--- config.mk ---
export PLATFORM = sky130hd
export DESIGN_NAME = dma_cs_ctrl
export DESIGN_NICKNAME = d
export VERILOG_FILES = /design/src/rtl/dmacs_pkg.sv /design/src/rtl/dmacs_chan.sv /design/src/rtl/dmacs_arb.sv /design/src/rtl/dmacs_seq.sv /design/src/rtl/dma_cs_ctrl.sv
export SDC_FILE = /design/constraint.sdc
export NUM_CORES = 1
export LEC_CHECK = 0
export BUFFER_PORTS_ARGS = -buffer_cell sky130_fd_sc_hd__buf_2
export CORE_MARGIN = 2
export CORE_UTILIZATION = 30
export CTS_CLUSTER_DIAMETER = 150
export DETAILED_ROUTE_END_ITERATION = 10
export HOLD_SLACK_MARGIN = 0.05
export PLACE_DENSITY = 0.57
export SLEW_MARGIN = 25
export SYNTH_ARGS = -nofsm -noshare
export SYNTH_HDL_FRONTEND = slang
export SYNTH_SLANG_ARGS = --single-unit
--- constraint.sdc ---
create_clock -name clk -period 6.3 [get_ports clk]
set_input_delay 0.63 -clock clk [delete_from_list [all_inputs] [get_ports clk]]
set_output_delay 0.63 -clock clk [all_outputs]
set_load 0.01 [all_outputs]
--- src/rtl/dmacs_pkg.sv ---
package dmacs_pkg;

    localparam int DW = 16;

    localparam logic [2:0] SEL_MODE   = 3'd0;
    localparam logic [2:0] SEL_MEM    = 3'd1;
    localparam logic [2:0] SEL_PER    = 3'd2;
    localparam logic [2:0] SEL_CNT    = 3'd3;
    localparam logic [2:0] SEL_CNT_RL = 3'd4;
    localparam logic [2:0] SEL_MEM_RL = 3'd5;

    typedef struct packed {
        logic step;
        logic rpt;
        logic to_periph;
        logic word;
        logic en;
    } mode_t;

    typedef enum logic [1:0] {
        ST_IDLE,
        ST_HOLD,
        ST_READ,
        ST_WRITE
    } bus_st_e;

    function automatic logic [1:0] step_of(mode_t m);
        if (!m.step)
            return 2'd0;
        return m.word ? 2'd2 : 2'd1;
    endfunction

    function automatic logic [DW-1:0] fit_data(logic word, logic [DW-1:0] d);
        return word ? d : {{(DW-8){1'b0}}, d[7:0]};
    endfunction

endpackage

--- src/rtl/dmacs_chan.sv ---
module dmacs_chan
    import dmacs_pkg::*;
#(
    parameter int AW = 16,
    parameter int CW = 16
) (
    input  logic          clk,
    input  logic          rst,
    input  logic          wr_en,
    input  logic [2:0]    wr_sel,
    input  logic [AW-1:0] wr_data,
    input  logic          req,
    input  logic          grant,
    input  logic          fin,
    output mode_t         mode,
    output logic          pend,
    output logic [AW-1:0] mem_addr,
    output logic [AW-1:0] per_addr,
    output logic          tc
);

    logic [CW-1:0] cnt;
    logic [CW-1:0] cnt_rl;
    logic [AW-1:0] mem_rl;
    logic          last;
    logic [AW-1:0] mem_next;

    assign last     = (cnt == CW'(1));
    assign mem_next = mem_addr + AW'(step_of(mode));

    always_ff @(posedge clk) begin
        if (rst) begin
            mode     <= '0;
            pend     <= 1'b0;
            mem_addr <= '0;
            per_addr <= '0;
            cnt      <= '0;
            cnt_rl   <= '0;
            mem_rl   <= '0;
            tc       <= 1'b0;
        end else begin
            tc <= 1'b0;

            if (grant)
                pend <= 1'b0;
            if (req && mode.en && (cnt != '0))
                pend <= 1'b1;

            if (fin) begin
                if (last) begin
                    tc <= 1'b1;
                    if (mode.rpt) begin
                        cnt      <= cnt_rl;
                        mem_addr <= mem_rl;
                    end else begin
                        cnt      <= '0;
                        mode.en  <= 1'b0;
                        pend     <= 1'b0;
                        mem_addr <= mem_next;
                    end
                end else begin
                    cnt      <= cnt - CW'(1);
                    mem_addr <= mem_next;
                end
            end

            if (wr_en) begin
                case (wr_sel)
                    SEL_MODE: begin
                        mode <= mode_t'(wr_data[4:0]);
                        if (!wr_data[0])
                            pend <= 1'b0;
                    end
                    SEL_MEM:    mem_addr <= wr_data;
                    SEL_PER:    per_addr <= wr_data;
                    SEL_CNT:    cnt      <= wr_data[CW-1:0];
                    SEL_CNT_RL: cnt_rl   <= wr_data[CW-1:0];
                    SEL_MEM_RL: mem_rl   <= wr_data;
                    default: ;
                endcase
            end
        end
    end

endmodule

--- src/rtl/dmacs_arb.sv ---
module dmacs_arb #(
    parameter int NCH = 4,
    localparam int IW = $clog2(NCH)
) (
    input  logic [NCH-1:0] pend,
    output logic [NCH-1:0] pick,
    output logic [IW-1:0]  idx,
    output logic           any
);

    always_comb begin
        pick = '0;
        idx  = '0;
        any  = |pend;
        for (int i = NCH - 1; i >= 0; i--) begin
            if (pend[i]) begin
                pick    = '0;
                pick[i] = 1'b1;
                idx     = IW'(i);
            end
        end
    end

endmodule

--- src/rtl/dmacs_seq.sv ---
module dmacs_seq
    import dmacs_pkg::*;
#(
    parameter int NCH = 4,
    parameter int AW  = 16,
    localparam int IW = $clog2(NCH)
) (
    input  logic                     clk,
    input  logic                     rst,
    input  logic                     any,
    input  logic [IW-1:0]            idx,
    input  mode_t [NCH-1:0]          modes,
    input  logic [NCH-1:0][AW-1:0]   mems,
    input  logic [NCH-1:0][AW-1:0]   pers,
    input  logic                     hold_ack,
    input  logic [DW-1:0]            bus_rdata,
    output logic                     idle,
    output logic [NCH-1:0]           fin,
    output logic                     hold_req,
    output logic [AW-1:0]            bus_addr,
    output logic                     bus_rd,
    output logic                     bus_wr,
    output logic                     bus_word,
    output logic [DW-1:0]            bus_wdata
);

    bus_st_e       st;
    logic [IW-1:0] act;
    logic [DW-1:0] dbuf;
    mode_t         m;
    logic [AW-1:0] src;
    logic [AW-1:0] dst;

    assign m   = modes[act];
    assign src = m.to_periph ? mems[act] : pers[act];
    assign dst = m.to_periph ? pers[act] : mems[act];

    always_ff @(posedge clk) begin
        if (rst) begin
            st   <= ST_IDLE;
            act  <= '0;
            dbuf <= '0;
        end else begin
            case (st)
                ST_IDLE: if (any) begin
                    act <= idx;
                    st  <= ST_HOLD;
                end
                ST_HOLD: if (hold_ack)
                    st <= ST_READ;
                ST_READ: begin
                    dbuf <= fit_data(m.word, bus_rdata);
                    st   <= ST_WRITE;
                end
                default: st <= ST_IDLE;
            endcase
        end
    end

    always_comb begin
        idle      = (st == ST_IDLE);
        hold_req  = !idle;
        bus_rd    = (st == ST_READ);
        bus_wr    = (st == ST_WRITE);
        bus_word  = (bus_rd || bus_wr) && m.word;
        bus_addr  = bus_rd ? src : (bus_wr ? dst : '0);
        bus_wdata = bus_wr ? dbuf : '0;
        fin       = '0;
        if (bus_wr)
            fin[act] = 1'b1;
    end

endmodule

--- src/rtl/dma_cs_ctrl.sv ---
module dma_cs_ctrl
    import dmacs_pkg::*;
#(
    parameter int NCH = 4,
    parameter int AW  = 16,
    parameter int CW  = 16
) (
    input  logic                    clk,
    input  logic                    rst,
    input  logic                    cfg_we,
    input  logic [$clog2(NCH)-1:0]  cfg_ch,
    input  logic [2:0]              cfg_sel,
    input  logic [AW-1:0]           cfg_wdata,
    input  logic [NCH-1:0]          dreq,
    output logic                    hold_req,
    input  logic                    hold_ack,
    output logic [AW-1:0]           bus_addr,
    output logic                    bus_rd,
    output logic                    bus_wr,
    output logic                    bus_word,
    input  logic [DW-1:0]           bus_rdata,
    output logic [DW-1:0]           bus_wdata,
    output logic [NCH-1:0]          done
);

    localparam int IW = $clog2(NCH);

    mode_t [NCH-1:0]        modes;
    logic  [NCH-1:0][AW-1:0] mems;
    logic  [NCH-1:0][AW-1:0] pers;
    logic  [NCH-1:0]        pend;
    logic  [NCH-1:0]        pick;
    logic  [NCH-1:0]        fin;
    logic  [IW-1:0]         idx;
    logic                   any;
    logic                   idle;

    for (genvar g = 0; g < NCH; g++) begin : g_ch
        dmacs_chan #(.AW(AW), .CW(CW)) u_chan (
            .clk      (clk),
            .rst      (rst),
            .wr_en    (cfg_we && (cfg_ch == IW'(g))),
            .wr_sel   (cfg_sel),
            .wr_data  (cfg_wdata),
            .req      (dreq[g]),
            .grant    (pick[g] && idle),
            .fin      (fin[g]),
            .mode     (modes[g]),
            .pend     (pend[g]),
            .mem_addr (mems[g]),
            .per_addr (pers[g]),
            .tc       (done[g])
        );
    end

    dmacs_arb #(.NCH(NCH)) u_arb (
        .pend (pend),
        .pick (pick),
        .idx  (idx),
        .any  (any)
    );

    dmacs_seq #(.NCH(NCH), .AW(AW)) u_seq (
        .clk       (clk),
        .rst       (rst),
        .any       (any),
        .idx       (idx),
        .modes     (modes),
        .mems      (mems),
        .pers      (pers),
        .hold_ack  (hold_ack),
        .bus_rdata (bus_rdata),
        .idle      (idle),
        .fin       (fin),
        .hold_req  (hold_req),
        .bus_addr  (bus_addr),
        .bus_rd    (bus_rd),
        .bus_wr    (bus_wr),
        .bus_word  (bus_word),
        .bus_wdata (bus_wdata)
    );

endmodule

---- Word level (Yosys, flattened, before mapping) ----
Cells that the tools add are included.
Widths: inputs -> output; s select.
storage, ports and cells
  register bits ........................... 368
  input bits .............................. 45
  output and inout port bits .............. 40
operators by class
  add/sub/neg operators ................... 8
  $lt $le $gt $ge ......................... 2
  equality and inequality tests ........... 17
  muxes and demuxes ....................... 130
  bitwise operators ....................... 4
  reduce and logical (&&, ||, !) cells .... 50
operator list
  cell                   count
  $mux 16                48
  $add 16x2->16          4
  $bmux 16 s2            2
  $eq 16x1->1 const B    4
  $reduce_bool 16->1     4
  $sub 16x1->16 const B  4
  $mux 1                 57
  $reduce_and 2->1       18
  $mux 2                 14
  $mux 4                 5
  $logic_and 1x1->1      18
  $bmux 5 s2             1
  $eq 2x2->1 const B     4
  $reduce_or 2->1        4
  $eq 3x2->1 const B     2
  $eq 3x3->1 const B     2
  $pmux 2 s3             1
  $eq 2x1->1 const B     2
  $logic_not 2->1        2
  $ne 2x2->1 const B     2
  $not 1->1              4
  $reduce_or 4->1        1
  $eq 3x1->1 const B     1
  $logic_not 3->1        1
  6 further kinds        6

---- Longest topological paths before layout ----
Gate-level depths: netlist of the first run.
  depth after elaboration ................. 13
  depth in mapped cells ................... 10
  mapped depth without buffers ............ 10

---- Modules after synthesis ----
From an unflattened synthesis of the first run, not the netlist that was laid out.
second synthesis, totals
  cells, all modules ...................... 2565
  area total of the unflattened synthesis .. 20161.8 um2
modules (own cells, without submodules)
  module                            times used  cells an instance  area an instance (um2)
  dmacs_chan at g_ch[0].u_chan ...  2           581                4419.2
  dmacs_chan at g_ch[3].u_chan      1           591                4498.1
  dmacs_chan at g_ch[2].u_chan      1           583                4435.5
  dmacs_seq                         1           211                2268.4
  dma_cs_ctrl                       1           8                  62.6
  dmacs_arb                         1           10                 58.8

---- Least setup slack after synthesis of the first run ----
OpenSTA, ideal clock, no wires.
  kind .................................... flip-flop to output port
  from .................................... register u_seq.act[1]
  to ...................................... output bus_addr[13]
  arrival time ............................ 2.050 ns
  required time ........................... 5.670 ns
  path slack .............................. 3.620 ns
  stages on the path, launching flop included .. 8
  buffers on the path ..................... 3
  cells stage by stage .................... dfxtp_1 > buf_2 > buf_2 > buf_1 > mux4_2 > mux2_2 > nand2_1 > o21ai_0
on the way
  longest elaborated chain between the ends .. 5
  elaborated cells between the ends (all ways) .. 10
  those cells by class .................... mux (10)
RTL lines
  what                                                            line                                               RTL
  start: declaration                                              dmacs_seq.sv:28                                    logic [IW-1:0] act;
  start signal: assignment                                        dmacs_seq.sv:46                                    act <= idx;
  $bmux 16 s2 / $bmux 5 s2 (equally long branches)                dmacs_seq.sv:35, dmacs_seq.sv:36, dmacs_seq.sv:34
  $mux 16 (implied by the code) / $mux 3 (equally long branches)  dmacs_seq.sv:35, dmacs_seq.sv:36, dmacs_seq.sv:34
  $mux 16                                                         dmacs_seq.sv:36                                    assign dst = m.to_periph ? pers[act] : mems[act];
  $mux 16                                                         dmacs_seq.sv:66                                    bus_addr = bus_rd ? src : (bus_wr ? dst : '0);
  $mux 16 (*)                                                     dmacs_seq.sv:66
  end: declaration                                                dma_cs_ctrl.sv:17                                  output logic [AW-1:0] bus_addr,
Mark *: on every way between the ends. The rest lies on a longest branch, timed or not. The select of a mux whose other input is x is not followed.

---- Worst setup path in the final report of the first run ----
  from .................................... register u_seq.act[0]
  to ...................................... output bus_addr[15]
Same word-level chain as after synthesis.

==> flow_summary_export.csv, run 1 <==
group,metric,value,unit
pwr,switching_power,0.00137,W
cts,root_buffer,"clkbuf_16",
synth,ys_async_sr_fraction,0,%
die,io_pins,85,
synth,yosysWarnings,0,
setup_path,start_kind,"register",
die,dieArea,67000,µm²
setup_path,regToRegEndpoint,"g_ch[2].u_chan.mem_addr[10]",
synth,synth-edff-count,0,
outcome,status,"finished, final reports clean",
synth,synth_fp_nets,2602,
pwr,p_leak,7.23,nW
setup_path,critPathKind,"register to output port",
placed_design,gp_congestion,0.914,
pwr,p_int,0.00411,W
die,die_w,259,µm
cts,cts.sinks,368,
timing,period_needed,3.78,ns
timing,slew_headroom,36.0,%
worst_hold_path,hp-start,"bus_rdata[6]",
cts,insertion_delay,0.58,ns
cts,cts_max_path_buffers,3,
setup_path,r2r_start,"g_ch[2].u_chan.cnt[1]",
grt,grt_pass1_wl,107000,µm
layout,drive_gt1_share,11.4,%
cts,cts_inserted_buffers,43,
timing,setup_viol,0,
setup_path,cp.required,5.67,ns
cts,post_cts_buffers,0,
cts,cts_tree,"yes",
pwr,peakVddDrop,0.228,mV
pwr,switching_share,24.9,%
timing,tns,0,ns
timing,hold_viol,0,
setup_path,cp_max_fo,40,
cts,clk_pin_slew,0.06,ns
placed_design,hpwl,44500,µm
pwr,seqPwrFrac,43.4,%
die,die_h,259,µm
grt,grt_util_all_layers,20.3,%
cts,cts_max_level,2,
grt,grt_pass1_vias,17600,
timing,period_share,60.0,%
timing,drv_slew,0,
worst_hold_path,hold_path_end,"u_seq.dbuf[6]",
setup_path,reg2reg_depth,8,
cts,ctsHoldBuffers,0,
synth,synth_area,19500,µm²
setup_path,worst-r2r-setup-slack,3.01,ns
timing,fmax,265,MHz
die,rows,93,
grt,overflow,0,
route,via_per_inst,5.67,
grt,grt_start_max_net_pins,114,
synth,ys_seq_elements,368,
flow_run,cap_violations,0,
route,drtPass1Iterations,6,
pwr,comb_power_share,6.7,%
timing,fin_ws,2.52,ns
synth,ys.flop_type,"dfxtp_1",
route,wl_per_cell,20.8,µm
synth,synthCells,2529,
placed_design,portBuffers,84,
die,coreArea,64300,µm²
synth,ys_seq_area_share,37.8,%
setup_path,arrival,3.15,ns
timing,worst_pin_slew,0.952,ns
worst_hold_path,holdPathStages,3,
synth,ys_types,83,
worst_hold_path,min_path_type,"input pin to register",
route,drtAntennaViolNets,0,
route,drc,0,
route,vias,19000,
synth,syn_area_per_cell,7.71,µm²
grt,antenna_found_initial,5,
layout,fin_nets,2540,
timing,skew,0.0172,ns
timing,hold_ws,0.295,ns
die,start_util,30.3,%
pwr,power_density,250,nW/µm²
setup_path,end_kind,"output port",
route,first_iter_violations,2080,
route,wirelength,69900,µm
pwr,clkPwrFrac,49.9,%
timing,rsz0062_at_grt,"false",
layout,area_growth,12.4,%
cts,post_cts_resized,0,
placed_design,pre_cts_ws,2.72,ns
[per-layer routing]
layer	wire length (µm)	vias up	GRT usage (%)
met5	28	-	0
met4	2480	4	7.03
met3	6480	168	3.50
met2	31200	859	32.1
met1	29700	9081	27.8
li1	-	8925	-
[state kept, by name, indices dropped and copies added (netlist names)]
register / flops
g_ch.u_chan.mem_rl: 64
g_ch.u_chan.pend: 4
g_ch.u_chan.cnt_rl: 64
u_seq.act: 2
g_ch.u_chan.cnt: 64
u_seq.dbuf: 16
u_seq.st: 2
g_ch.u_chan.mem_addr: 64
g_ch.u_chan.mode: 20
g_ch.u_chan.per_addr: 64
g_ch.u_chan.tc: 4
[layout by cell type, fill, tap and decap left out, drive strengths merged, types with 8 or more instances in the layout]
| master | n |
|---|---|
| nor3b | 8 |
| buf | 113 |
| a211oi | 34 |
| clkinv | 12 |
| o221ai | 14 |
| nand2 | 505 |
| xor2 | 9 |
| nor2b | 9 |
| mux2i | 48 |
| ha | 24 |
| o31ai | 20 |
| nor2 | 181 |
| o21ai | 86 |
| o22ai | 24 |
| or4 | 8 |
| nand2b | 17 |
| or3 | 9 |
| inv | 40 |
| nand4 | 28 |
| o41ai | 14 |
| nor3 | 68 |
| bufinv | 8 |
| nor4 | 26 |
| dfxtp | 368 |
| and2 | 25 |
| a21oi | 337 |
| a311oi | 29 |
| mux2 | 30 |
| mux4 | 34 |
| nand3b | 8 |
| nand3 | 144 |
| o211ai | 21 |
| a31oi | 16 |
| and3 | 22 |
| clkbuf | 52 |
[through the flow]
step | util (%) | std cells | instance area, µm² | total power [W]
2_1_floorplan | - | 2529 | 19500 | 0.00265
3_3_place_gp | 31.6 | 3277 | 20400 | 0.00278
3_5_place_dp | 31.6 | 3277 | 20400 | 0.00279
4_1_cts | 34.0 | 3354 | 21900 | 0.00552
5_1_grt | 34.0 | 3354 | 21900 | 0.00565
6_report | 34.1 | 3356 | 21900 | 0.00548
[critical path, cell delays in order, from the launching register on]
cell and delay [ns]:
dfxtp_2 0.33, buf_4 0.52, mux4_2 0.90, mux2_2 0.41
nand2_1 0.06, o21ai_0 0.11, buf_2 0.19
[power groups by stage]
stage                     sequential, W  combinational, W  clock, W
final                           0.00238          0.000368   0.00273
after global routing            0.00238          0.000396   0.00287
after detailed placement        0.00243          0.000359         0
after global placement          0.00243          0.000353         0
after floorplan                 0.00242          0.000228         0
after CTS                       0.00238          0.000361   0.00278
[cells in the mapped netlist, types with 5 or more instances]
cell	number	area (µm²)
a211oi_1	34	255
a21o_1	5	37.5
a21oi_1	337	1690
a22oi_1	5	37.5
a311oi_1	28	245
a31oi_1	16	100
a32oi_1	5	43.8
and2_1	25	156
and3_1	22	138
and4_1	6	52.6
buf_1	13	48.8
buf_2	23	115
buf_4	7	52.6
clkbuf_1	176	661
dfxtp_1	368	7370
ha_1	24	300
inv_1	39	146
mux2_2	30	338
mux2i_1	48	480
mux4_2	34	766
nand2_1	504	1890
nand2b_1	17	106
nand3_1	144	721
nand3b_1	8	60.1
nand4_1	28	175
nor2_1	179	672
nor2b_1	9	56.3
nor3_1	66	330
nor3b_1	7	52.6
nor4_1	23	144
o2111ai_1	5	43.8
o211a_1	5	50.1
o211ai_1	21	158
o21ai_0	85	425
o221ai_1	14	123
o22ai_1	24	150
o31ai_1	20	150
o32ai_1	5	43.8
o41ai_1	14	123
or3_1	9	56.3
or4_1	8	60.1
xnor2_1	6	52.6
xor2_1	9	78.8
[cell type report]
cell class                 instances  area [µm²]
timing repair buffer             113         652
clock buffer                      52        1180
antenna                            2        5.00
clock inverter                    25         339
fill                            6703       42400
multi-input combinational       1902       11200
sequential                       368        7370
tap                              855        1070
inverter                          39         146
[logic make-up (layout without fill, tap and decap cells)]
group | after synthesis | count (layout) | share of synthesized area [%]
AO/OA/AOI/OAI | 666 | 666 | 20.9
XOR/XNOR | 15 | 15 | 0.674
adder cells (fa/ha/maj) | 28 | 28 | 1.95
flip-flops | 368 | 368 | 37.8
buffers and inverters | 259 | 229 | 5.31
other | 0 | 2 | 0
multiplexers | 112 | 112 | 8.13
AND/OR/NAND/NOR | 1081 | 1081 | 25.3
[how the worst max path moves through the flow]
| stage | startpoint | endpoint | slack, ns | depth (start not counted) |
|---|---|---|---|---|
| after floorplan | u_seq.act[1] | bus_addr[13] | 3.62 | 7 |
| after global placement | g_ch[2].u_chan.cnt[1] | g_ch[2].u_chan.mem_addr[5] | 2.82 | 8 |
| after detailed placement | cfg_sel[0] | g_ch[2].u_chan.mem_addr[12] | 2.72 | 7 |
| after CTS | u_seq.act[0] | bus_addr[15] | 2.45 | 6 |
| after global routing | u_seq.act[0] | bus_addr[3] | 2.33 | 6 |
| final | u_seq.act[0] | bus_addr[15] | 2.52 | 6 |
Note: power is estimated with default switching activity, not from simulation.
==> inputs of run 2 (changes only) <==
--- a/config.mk
+++ b/config.mk
@@ -11,7 +11,7 @@
 export CTS_CLUSTER_DIAMETER = 150
 export DETAILED_ROUTE_END_ITERATION = 10
 export HOLD_SLACK_MARGIN = 0.05
-export PLACE_DENSITY = 0.57
+export PLACE_DENSITY = 0.58
 export SLEW_MARGIN = 25
 export SYNTH_ARGS = -nofsm -noshare
 export SYNTH_HDL_FRONTEND = slang
==> constraint.sdc (replaced) <==
create_clock -name clk -period 3.45 [get_ports clk]
set_input_delay 0.345 -clock clk [delete_from_list [all_inputs] [get_ports clk]]
set_output_delay 0.345 -clock clk [all_outputs]
set_load 0.01 [all_outputs]
==> flow_summary_export.csv, run 2 (synthesis results as in run 1) <==
group,metric,value,unit
outcome,status,"finished, final reports clean",
timing,skew,0.0161,ns
grt,grt_util_all_layers,20.1,%
grt,overflow,0,
grt,grt_pass1_wl,106000,µm
die,io_pins,85,
layout,mostFrequentLayoutCells,"504 x nand2_1, 366 x dfxtp_1, 337 x a21oi_1, 177 x nor2_1, 144 x nand3_1",
placed_design,hpwl,43800,µm
setup_path,start_kind,"register",
setup_path,critical-path-slowest-cell,"mux4_2",
die,die_w,259,µm
die,rows,93,
placed_design,dp_cells,3318,
route,drtPass1Iterations,5,
setup_path,path_cells,"mux4_2 -> mux2_2 -> nand2_1 -> o21ai_0 -> buf_2",
grt,grt_pass1_vias,17400,
layout,area_growth,14.4,%
die,coreArea,64300,µm²
layout,layout_commonest_cell,"nand2_1",
placed_design,portBuffers,84,
timing,drv_slew,0,
pwr,peakVddDrop,0.253,mV
route,vias,18800,
die,dieArea,67000,µm²
cts,cts_inserted_buffers,43,
cts,insertion_delay,0.59,ns
pwr,totalPowerFinal,0.00970,W
cts,post_cts_resized,0,
route,first_iter_violations,1626,
grt,grt_start_max_net_pins,150,
setup_path,r2r_start,"g_ch[1].u_chan.mode[4]",
setup_path,cp_max_fo,32,
route,drc,0,
setup_path,max_stage_delay,0.93,ns
pwr,power_density,435,nW/µm²
pwr,p_leak,7.47,nW
cts,cts.sinks,368,
route,drtAntennaViolNets,0,
setup_path,critPathKind,"register to output port",
timing,period_share,88.6,%
timing,tns,0,ns
layout,antennaDiodeCount,0,
cts,cts_max_level,2,
timing,worst_pin_slew,0.984,ns
layout,fin_nets,2597,
timing,rsz0062_at_grt,"false",
setup_path,end_kind,"output port",
worst_hold_path,min_path_type,"input pin to register",
route,wl_per_cell,20.2,µm
layout,fin_cells,3411,
cts,clk_pin_slew,0.06,ns
setup_path,cp.required,3.11,ns
die,start_util,30.3,%
setup_path,cp-startpoint,"u_seq.act[1]",
cts,cts_max_path_buffers,3,
flow_run,cap_violations,0,
layout,drive_gt1_share,12.2,%
route,via_per_inst,5.53,
grt,antenna_found_initial,8,
timing,slew_headroom,34.2,%
worst_hold_path,hp-start,"bus_rdata[11]",
route,wirelength,68800,µm
cts,root_buffer,"clkbuf_16",
timing,hold_viol,0,
timing,fmax,327,MHz
die,die_h,259,µm
setup_path,arrival,2.71,ns
timing,period_needed,3.06,ns
cts,cts_tree,"yes",
placed_design,gp_congestion,0.880,
timing,setup_viol,0,
## run 2: changes by cell type in the layout (fill, tap and decap cells not counted), moves of 5 or more
cell	previous run	this run
buf_4	28	66
bufinv_16	8	3
dlygate4sd3_1	0	16
nor2_1	171	177
nor2_2	8	2
## run 2: final timing paths
| kind | endpoint | slack [ns] | depth (start not counted) |
|---|---|---|---|
| min reg2reg | g_ch[1].u_chan.per_addr[8] | 0.45 | 2 |
| max reg2reg | g_ch[1].u_chan.mem_addr[12] | 0.72 | 10 |
| min | u_seq.dbuf[11] | 0.10 | 3 |
| max | bus_addr[15] | 0.39 | 5 |
## run 2: what timing repair did
action                                 CTS  global route
hold buffers                            16             0
endpoints found under the hold margin   16             0
buffers inserted                         0             0
## run 2: cell type report
class | instances | area (µm²)
Sequential cell | 368 | 7370
Inverter | 39 | 146
Clock inverter | 18 | 176
Timing Repair Buffer | 170 | 1170
Clock buffer | 59 | 1250
Multi-Input combinational cell | 1902 | 11100
Fill cell | 6781 | 42100
Tap cell | 855 | 1070
## run 2: where the power goes
| group | internal (W) | switching [W] |
|---|---|---|
| Sequential | 0.00430 | 0.0000448 |
| Combinational | 0.000202 | 0.000491 |
| Clock | 0.00275 | 0.00191 |
## run 2: per-layer routing
metal / GRT usage, % / share of wire [%] / vias up
met2: 30.8 / 43 / 722
met5: 0 / 0.074 / -
met1: 28.0 / 45 / 8892
met3: 4.14 / 8.1 / 158
li1: - / - / 9067
met4: 6.68 / 3.4 / 8
## run 2: stage by stage
stage | area, µm² | setup slack [ns] | hold WS (ns) | util, %
2_1_floorplan | 19500 | 1.05 | 0.431 | -
3_3_place_gp | 20700 | 0.738 | 0.438 | 32.2
3_5_place_dp | 20700 | 0.749 | 0.442 | 32.2
4_1_cts | 22300 | 0.382 | 0.0822 | 34.6
5_1_grt | 22300 | 0.302 | 0.103 | 34.6
6_report | 22300 | 0.393 | 0.104 | 34.6
## run 2: critical path, delay by kind of cell, from the launching register on
kind	cells	cell delay, ns
simple gates	1	0.06
mux	2	1.34
flops	1	0.35
buf+inv	1	0.21
compound gates	1	0.14
